<file path="src/rtl/acc_pkg.sv">
package acc_pkg;

    localparam int OPC_W = 4;

    localparam logic [OPC_W-1:0] OPC_HALT  = 4'd0;
    localparam logic [OPC_W-1:0] OPC_LOAD  = 4'd1;
    localparam logic [OPC_W-1:0] OPC_STORE = 4'd2;
    localparam logic [OPC_W-1:0] OPC_ADD   = 4'd3;
    localparam logic [OPC_W-1:0] OPC_MUL   = 4'd4;

    typedef enum logic [2:0] {
        K_HALT,
        K_LOAD,
        K_STORE,
        K_ADD,
        K_MUL,
        K_NOP
    } kind_e;

    typedef enum logic [3:0] {
        S_FETCH,
        S_FWAIT,
        S_DECODE,
        S_OPFETCH,
        S_OPWAIT,
        S_EXEC,
        S_WB,
        S_NEXT,
        S_HALTED
    } state_e;

endpackage

</file>
<file path="src/rtl/acc_decode.sv">
module acc_decode
    import acc_pkg::*;
#(
    parameter int DATA_W = 32,
    parameter int ADDR_W = 8
) (
    input  logic [DATA_W-1:0] instr,
    output kind_e             kind,
    output logic [ADDR_W-1:0] opnd_addr
);

    localparam int OPC_LSB = DATA_W - OPC_W;

    logic [OPC_W-1:0] opc;

    assign opc       = instr[DATA_W-1:OPC_LSB];
    assign opnd_addr = instr[ADDR_W-1:0];

    // fixed code points; everything else decodes as a no-op
    always_comb begin
        case (opc)
            OPC_HALT:  kind = K_HALT;
            OPC_LOAD:  kind = K_LOAD;
            OPC_STORE: kind = K_STORE;
            OPC_ADD:   kind = K_ADD;
            OPC_MUL:   kind = K_MUL;
            default:   kind = K_NOP;
        endcase
    end

endmodule

</file>
<file path="src/rtl/acc_alu.sv">
module acc_alu
    import acc_pkg::*;
#(
    parameter int DATA_W = 32
) (
    input  logic [DATA_W-1:0] acc_in,
    input  logic [DATA_W-1:0] opnd_in,
    input  kind_e             kind,
    output logic [DATA_W-1:0] result
);

    always_comb begin
        case (kind)
            K_LOAD:  result = opnd_in;
            K_ADD:   result = acc_in + opnd_in;   // wraps at DATA_W bits
            K_MUL:   result = acc_in * opnd_in;   // low DATA_W bits kept
            default: result = acc_in;
        endcase
    end

endmodule

</file>
<file path="src/rtl/acc_core.sv">
module acc_core
    import acc_pkg::*;
#(
    parameter int DATA_W = 32,
    parameter int ADDR_W = 8
) (
    input  logic              clk,
    input  logic              rst,
    output logic [ADDR_W-1:0] mem_addr,
    output logic              mem_rd,
    output logic              mem_wr,
    output logic [DATA_W-1:0] mem_wdata,
    input  logic [DATA_W-1:0] mem_rdata,
    output logic [DATA_W-1:0] acc_q,
    output logic [ADDR_W-1:0] pc_q,
    output logic              done
);

    state_e            state, state_nx;
    logic [DATA_W-1:0] ir_q;
    logic [DATA_W-1:0] opnd_q;
    logic [DATA_W-1:0] res_q;
    logic [DATA_W-1:0] alu_out;
    kind_e             kind;
    logic [ADDR_W-1:0] opnd_addr;

    acc_decode #(.DATA_W(DATA_W), .ADDR_W(ADDR_W)) u_dec (
        .instr     (ir_q),
        .kind      (kind),
        .opnd_addr (opnd_addr)
    );

    acc_alu #(.DATA_W(DATA_W)) u_alu (
        .acc_in  (acc_q),
        .opnd_in (opnd_q),
        .kind    (kind),
        .result  (alu_out)
    );

    // State register
    always_ff @(posedge clk) begin
        if (rst) state <= S_FETCH;
        else     state <= state_nx;
    end

    // Next-state logic
    always_comb begin
        state_nx = state;
        unique case (state)
            S_FETCH:   state_nx = S_FWAIT;
            S_FWAIT:   state_nx = S_DECODE;
            S_DECODE: begin
                case (kind)
                    K_HALT:  state_nx = S_HALTED;
                    K_STORE: state_nx = S_WB;
                    K_NOP:   state_nx = S_NEXT;
                    default: state_nx = S_OPFETCH;
                endcase
            end
            S_OPFETCH: state_nx = S_OPWAIT;
            S_OPWAIT:  state_nx = S_EXEC;
            S_EXEC:    state_nx = S_WB;
            S_WB:      state_nx = S_NEXT;
            S_NEXT:    state_nx = S_FETCH;
            S_HALTED:  state_nx = S_HALTED;
            default:   state_nx = S_FETCH;
        endcase
    end

    // Outputs
    always_comb begin
        mem_rd    = (state == S_FETCH) || (state == S_OPFETCH);
        mem_wr    = (state == S_WB) && (kind == K_STORE);
        mem_addr  = (state == S_FETCH) ? pc_q : opnd_addr;
        mem_wdata = acc_q;
        done      = (state == S_HALTED);
    end

    // Datapath registers
    always_ff @(posedge clk) begin
        if (rst) begin
            pc_q   <= '0;
            acc_q  <= '0;
            ir_q   <= '0;
            opnd_q <= '0;
            res_q  <= '0;
        end else begin
            if (state == S_FWAIT)  ir_q   <= mem_rdata;
            if (state == S_OPWAIT) opnd_q <= mem_rdata;
            if (state == S_EXEC)   res_q  <= alu_out;
            if (state == S_WB && kind != K_STORE) acc_q <= res_q;
            if (state == S_NEXT)   pc_q   <= pc_q + 1'b1;
        end
    end

    // Assertions
    assert_acc_only_in_wb_R7: assert property (@(posedge clk) disable iff (rst)
        (state != S_WB) |=> $stable(acc_q));

    assert_pc_step_R7: assert property (@(posedge clk) disable iff (rst)
        (state == S_NEXT) |=> (pc_q == ADDR_W'($past(pc_q) + 1'b1)));

    assert_pc_hold_R7: assert property (@(posedge clk) disable iff (rst)
        (state != S_NEXT) |=> $stable(pc_q));

    assert_halt_sticky_R8: assert property (@(posedge clk) disable iff (rst)
        done |=> done);

    assert_halt_quiet_R8: assert property (@(posedge clk) disable iff (rst)
        done |-> (!mem_rd && !mem_wr));

    assert_read_wait_R10: assert property (@(posedge clk) disable iff (rst)
        mem_rd |=> (!mem_rd && !mem_wr));

    assert_rd_wr_excl_R10: assert property (@(posedge clk) disable iff (rst)
        !(mem_rd && mem_wr));

    assert_store_keeps_acc_R4: assert property (@(posedge clk) disable iff (rst)
        mem_wr |=> $stable(acc_q));

endmodule

</file>
<file path="config.mk">
export PLATFORM = sky130hd
export DESIGN_NAME = acc_core
export DESIGN_NICKNAME = d
export VERILOG_FILES = /design/src/rtl/acc_pkg.sv /design/src/rtl/acc_decode.sv /design/src/rtl/acc_alu.sv /design/src/rtl/acc_core.sv
export SDC_FILE = /design/constraint.sdc
export NUM_CORES = 2
export LEC_CHECK = 0
export BUFFER_PORTS_ARGS = -buffer_cell sky130_fd_sc_hd__buf_2
export CAP_MARGIN = 5
export CORE_MARGIN = 8
export CORE_UTILIZATION = 53
export DETAILED_ROUTE_END_ITERATION = 7
export HOLD_SLACK_MARGIN = 0.12
export PLACE_DENSITY = 0.73
export SKIP_CTS_REPAIR_TIMING = 1
export SYNTH_ARGS = -nofsm -noshare
export SYNTH_HDL_FRONTEND = slang
export SYNTH_SLANG_ARGS = --single-unit
</file>
<file path="constraint.sdc">
create_clock -name clk -period 7 [get_ports clk]
set_clock_uncertainty 0.1 [all_clocks]
set_input_delay 2.1 -clock clk [delete_from_list [all_inputs] [get_ports clk]]
set_output_delay 2.1 -clock clk [all_outputs]
set_load 0.02 [all_outputs]
</file>
# Word-level counts from Yosys, hierarchy flattened
# Cells that the tools add are included.
[totals]
regBits = 140
latch_bits = 0
ramBits = 0
romBits = 0
output_inout_bits = 83
mem_count = 0
[op_classes]
n_addsub = 2
mul = 1
n_div = 0
order_cmp = 0
n_eq_ne = 18
n_shift = 0
mux = 5
n_bitwise = 0
n_reduce_logical = 6
[ops]
columns = ["operator", "n"]
rows = [
  ["$pmux 32 s3", 1],
  ["$add 32x32->32", 1],
  ["$mul 32x32->32", 1],
  ["$pmux 4 s8", 1],
  ["$eq 4x3->1 const B", 5],
  ["$eq 4x2->1 const B", 4],
  ["$pmux 3 s5", 1],
  ["$pmux 4 s3", 1],
  ["$add 8x1->8 const B", 1],
  ["$eq 4x1->1 const B", 2],
  ["$logic_not 4->1", 2],
  ["$mux 8", 1],
  ["$eq 3x2->1 const B", 2],
  ["$eq 3x3->1 const B", 2],
  ["$eq 4x4->1 const B", 1],
  ["$eq 3x1->1 const B", 1],
  ["$logic_not 3->1", 1],
  ["$ne 3x2->1 const B", 1],
  ["$logic_and 1x1->1", 2],
  ["$logic_or 1x1->1", 1],
]

# Logic depth before layout (Yosys ltp)
[depth]
depth_word = 5
depth_mapped = 28
depth_no_buf = 26

# Hierarchy
# Synthesis repeated with hierarchy kept, for this count alone.
[unflattened]
cells_unflattened = 2815
area_unflattened_um2 = 23826.6
[modules_own_cells]
columns = ["mod", "instances", "cells_per_inst", "area_each_um2"]
rows = [
  ["acc_alu", 1, 2119, 18207.5],
  ["acc_core", 1, 685, 5536.6],
  ["acc_decode", 1, 11, 82.6],
]

# Worst setup path before layout
# No wires, ideal clock.
[synth_timing]
path_type = "flip-flop to flip-flop"
from = "register acc_q[12]"
to = "register res_q[28]"
arrival_time_ns = 7.146
required_ns = 6.768
path_slack_ns = -0.378
stages_incl_launch_ff = 27
period_less_slack_ns = 7.378
path_cell_list = "dfxtp_1 -> clkbuf_1 -> clkbuf_1 -> and2_1 -> fa_1 -> fa_1 -> fa_1 -> inv_1 -> fa_1 -> inv_1 -> fa_1 -> inv_1 -> fa_1 -> inv_1 -> fa_1 -> fa_1 -> ha_1 -> a21o_1 -> a21o_1 -> a21o_1 -> a2111o_1 -> a32oi_1 -> a21oi_1 -> nor2_1 -> xnor2_1 -> a221oi_1 -> nor3_1"
[synth_via]
elab_chain_cells = 2
[synth_lines]
columns = ["item", "line", "rtl"]
rows = [
  ["start: declaration", "acc_core.sv:14", "output logic [DATA_W-1:0] acc_q,"],
  ["start signal: assignment", "acc_core.sv:91", "if (state == S_WB && kind != K_STORE) acc_q <= res_q;"],
  ["$mul 32x32->32 / $add 32x32->32 (equally long branches)", "acc_alu.sv:16, acc_alu.sv:15", ""],
  ["$pmux 32 s3 (*)", "acc_alu.sv:13", "case (kind)"],
  ["end signal: assignment", "acc_core.sv:90", "if (state == S_EXEC) res_q <= alu_out;"],
  ["end: declaration", "acc_core.sv:22", "logic [DATA_W-1:0] res_q;"],
]
# Every way passes the cells marked *; elsewhere a longest branch is shown, timed or not.
# A chain may end at the register's enable or synchronous reset.

# Worst setup path in the final report
[layout_timing]
from = "register opnd_q[2]"
to = "register res_q[29]"
[layout_via]
elab_chain_cells = 2
[layout_lines]
columns = ["item", "line", "rtl"]
rows = [
  ["start: declaration", "acc_core.sv:21", "logic [DATA_W-1:0] opnd_q;"],
  ["start signal: assignment", "acc_core.sv:89", "if (state == S_OPWAIT) opnd_q <= mem_rdata;"],
  ["$mul 32x32->32 / $add 32x32->32 (equally long branches)", "acc_alu.sv:16, acc_alu.sv:15", ""],
  ["$pmux 32 s3 (*)", "acc_alu.sv:13", ""],
]
# Marks and branches as above.

==> impl_metrics.json <==
{
  "holdPathStages": 2,
  "power.density_mw_per_mm2": 79.9,
  "drt_iter0_drc": 1860,
  "cpMostUsedCell": "fa_1",
  "finalInstanceArea_mm2": 0.0259,
  "fmax_ghz": 0.141,
  "seq_area_frac_synth_pct": 10.7,
  "cp.buffers_inverters": 5,
  "crit_required_ns": 7.17,
  "period_minus_slack_ns": 7.09,
  "antenna_found_initial": 2,
  "ant_nets": 0,
  "status": "finished with violations",
  "num_vias": 19300,
  "drive_gt1_share_pct": 17.4,
  "path_max_fanout": 12,
  "fin_nets": 3380,
  "cts_tree": "built",
  "dieWidth_um": 222,
  "ir_drop_uv": 182,
  "grt_setup_unrepaired": "yes",
  "dr.pass1.iters": 7,
  "seq_area_mm2": 0.00245,
  "r2r-start": "opnd_q[2]",
  "portBuffers": 116,
  "syn_nets": 3203,
  "dieArea_mm2": 0.0493,
  "r2r_cells": 23,
  "post_dp_cell_area_mm2": 0.0249,
  "rrSetupSlack_ns": -0.09,
  "path_cells": "buf_4 > buf_6 > and2_1 > fa_1 > inv_1 > fa_1 > fa_1 > fa_1 > inv_1 > fa_1 > fa_1 > fa_1 > fa_1 > ha_4 > buf_4 > and3_4 > and4_1 > nand4_1 > o21ai_2 > xnor2_2 > o21ai_1 > a31oi_1 > nor3_1",
  "synthArstFlopShare_pct": 0,
  "yosysWarnings": 0,
  "reg2reg_to": "res_q[29]",
  "areaGrowthSynthToFinish_pct": 15.3,
  "synthCells": 2605,
  "rows": 75,
  "cts_root_buf": "clkbuf_16",
  "vias_per_cell": 5.79,
  "core_area_mm2": 0.0419,
  "max-cap-violations": 0,
  "critPathTopFamily": "adder cells",
  "path_clk_slew_ns": 0.07,
  "grt_usage_pct": 29.9,
  "avgSynthCellArea_um2": 8.64,
  "worst_slack_ns": -0.0926,
  "ios": 117,
  "failed_checks": "negative setup slack",
  "hp-class": "reg -> reg",
  "grt.overflow.total": 0,
  "htreeDepth": 4,
  "nFillCells": 3509,
  "place.gp.congestion": 1.02,
  "grt_max_degree": 74,
  "finalHoldViolations": 0,
  "grt_pass1_vias": 20400,
  "holdCritStartpoint": "res_q[13]",
  "ys_types": 68,
  "endpoint_kind": "register",
  "insertion_delay_ns": 0.44,
  "cts.path.max_buffers": 2,
  "synth_edf_count": 0,
  "crit_arrival_ns": 7.27,
  "synth-seq-cells": 120,
  "relSlewSlack_pct": 18.3,
  "max_stage_delay_ns": 0.57,
  "fin_crit_sh_pct": 101,
  "tightestPinTransition_ns": 1.23,
  "hold_end": "acc_q[13]",
  "netlist_area_mm2": 0.0225,
  "slew_violations": 0,
  "grt_pass1_wl_um": 116000,
  "setup_viol": 6,
  "drc": 0,
  "utilization_pct": 61.9,
  "fp.dieH_um": 222,
  "place_hpwl_um": 58800,
  "start_util_pct": 53.7,
  "synthFlopType": "dfxtp_1",
  "numCtsBuffers": 17,
  "worstSetupStartpointType": "register",
  "crit_slowest_cell": "fa_1",
  "p_leak_nw": 12.8,
  "wl_per_cell_um": 21.9,
  "wirelength_um": 73200,
  "path_class": "reg -> reg",
  "numClockSinks": 120,
  "multiInputGateArea_mm2": 0.0182
}
-- registers in the layout, indices dropped and copies added (netlist names) --
| name | flops |
|---|---|
| ir_q | 12 |
| pc_q | 8 |
| res_q | 32 |
| state | 4 |
| acc_q | 32 |
| opnd_q | 32 |
-- worst reg2reg max path, stage by stage (launching register included) --
cell     delay (ns)
dfxtp_4        0.36
buf_4          0.14
buf_6          0.14
and2_1         0.16
fa_1           0.54
inv_1          0.05
fa_1           0.50
fa_1           0.45
fa_1           0.57
inv_1          0.06
fa_1           0.50
fa_1           0.57
fa_1           0.44
fa_1           0.49
ha_4           0.31
buf_4          0.15
and3_4         0.20
and4_1         0.31
nand4_1        0.14
o21ai_2        0.23
xnor2_2        0.17
o21ai_1        0.08
a31oi_1        0.22
nor3_1         0.07
-- cells in the mapped netlist (30+ instances only) --
library cell / number / share of area [%]
fa_1: 409 / 36
nand2_1: 406 / 6.8
inv_1: 389 / 6.5
and2_1: 303 / 8.4
ha_1: 155 / 8.6
clkbuf_1: 148 / 2.5
a21oi_1: 127 / 2.8
dfxtp_1: 120 / 11
xnor2_1: 79 / 3.1
nor2_1: 69 / 1.2
nor3_1: 38 / 0.84
buf_4: 32 / 1.1
xor2_1: 31 / 1.2
a21o_1: 30 / 1.0
-- cell families after synthesis --
group                    Yosys count  share of synthesized area (%)
AO/OA/AOI/OAI                    318                           9.39
buffers and inverters            572                           10.1
flip-flops                       120                           10.7
AND/OR/NAND/NOR                  903                           19.7
adder cells (fa/ha/maj)          564                           45.0
XOR/XNOR                         110                           4.28
multiplexers                      18                          0.867
-- power breakdown --
group	total [mW]	internal [mW]	switching, mW
logic	0.354	0.120	0.235
registers	0.765	0.712	0.0535
clock network	0.954	0.572	0.383
total	2.07	1.40	0.671
-- placed cells by master (no fill, tap or decap), types with 10 or more instances in the layout --
master / n
a21o_1: 30
a21oi_1: 121
a221o_1: 14
a221oi_1: 21
and2_1: 297
buf_12: 19
buf_2: 115
buf_4: 200
clkbuf_16: 17
dfxtp_1: 96
dfxtp_2: 15
fa_1: 405
ha_1: 145
inv_1: 387
mux2_2: 11
nand2_1: 406
nand3_1: 13
nor2_1: 66
nor2b_1: 10
nor3_1: 34
o21ai_0: 13
o21ai_1: 22
o21bai_1: 10
or3_1: 10
xnor2_1: 76
xor2_1: 29
-- worst max-delay path by stage --
| stage | slack, ns | startpoint | depth (start not counted) | to |
|---|---|---|---|---|
| after CTS | -0.41 | acc_q[9] | 24 | res_q[28] |
| final | -0.09 | opnd_q[2] | 23 | res_q[29] |
| after floorplan | 0.0005 | acc_q[13] | 24 | res_q[28] |
| after global routing | -0.33 | opnd_q[2] | 25 | res_q[29] |
| after global placement | -0.22 | opnd_q[14] | 21 | res_q[31] |
| after detailed placement | -0.39 | opnd_q[9] | 24 | res_q[28] |
-- layer usage --
metal	wire length, um	GRT usage, %	share of wire [%]
met1	29100	39.3	40
met3	7340	6.15	10
met4	3780	12.5	5.2
met5	13	0	0.018
met2	32900	47.8	45
-- final cells by class --
class,count,area share (%)
inverters,389,5.63
flip-flops and latches,120,9.46
clock inverters,14,0.718
multi-input cells,1913,70.1
repair buffers,341,9.77
diodes,2,0.0193
well taps,539,2.60
clock buffers,18,1.65
-- through the flow --
step           worst slack, ns  cells  hold WS, ns  total power, mW  TNS, ns
6_report               -0.0926   3336        0.346             2.07   -0.402
5_1_grt                 -0.326   3334        0.361             2.13    -2.17
4_1_cts                 -0.407   3330        0.341             2.06    -1.91
3_5_place_dp            -0.388   3298        0.334             1.12    -1.72
3_3_place_gp            -0.224   3298        0.331             1.11   -0.987
2_1_floorplan         0.000479   2605        0.322            0.962        0
Power figures use the tool's default switching activity.
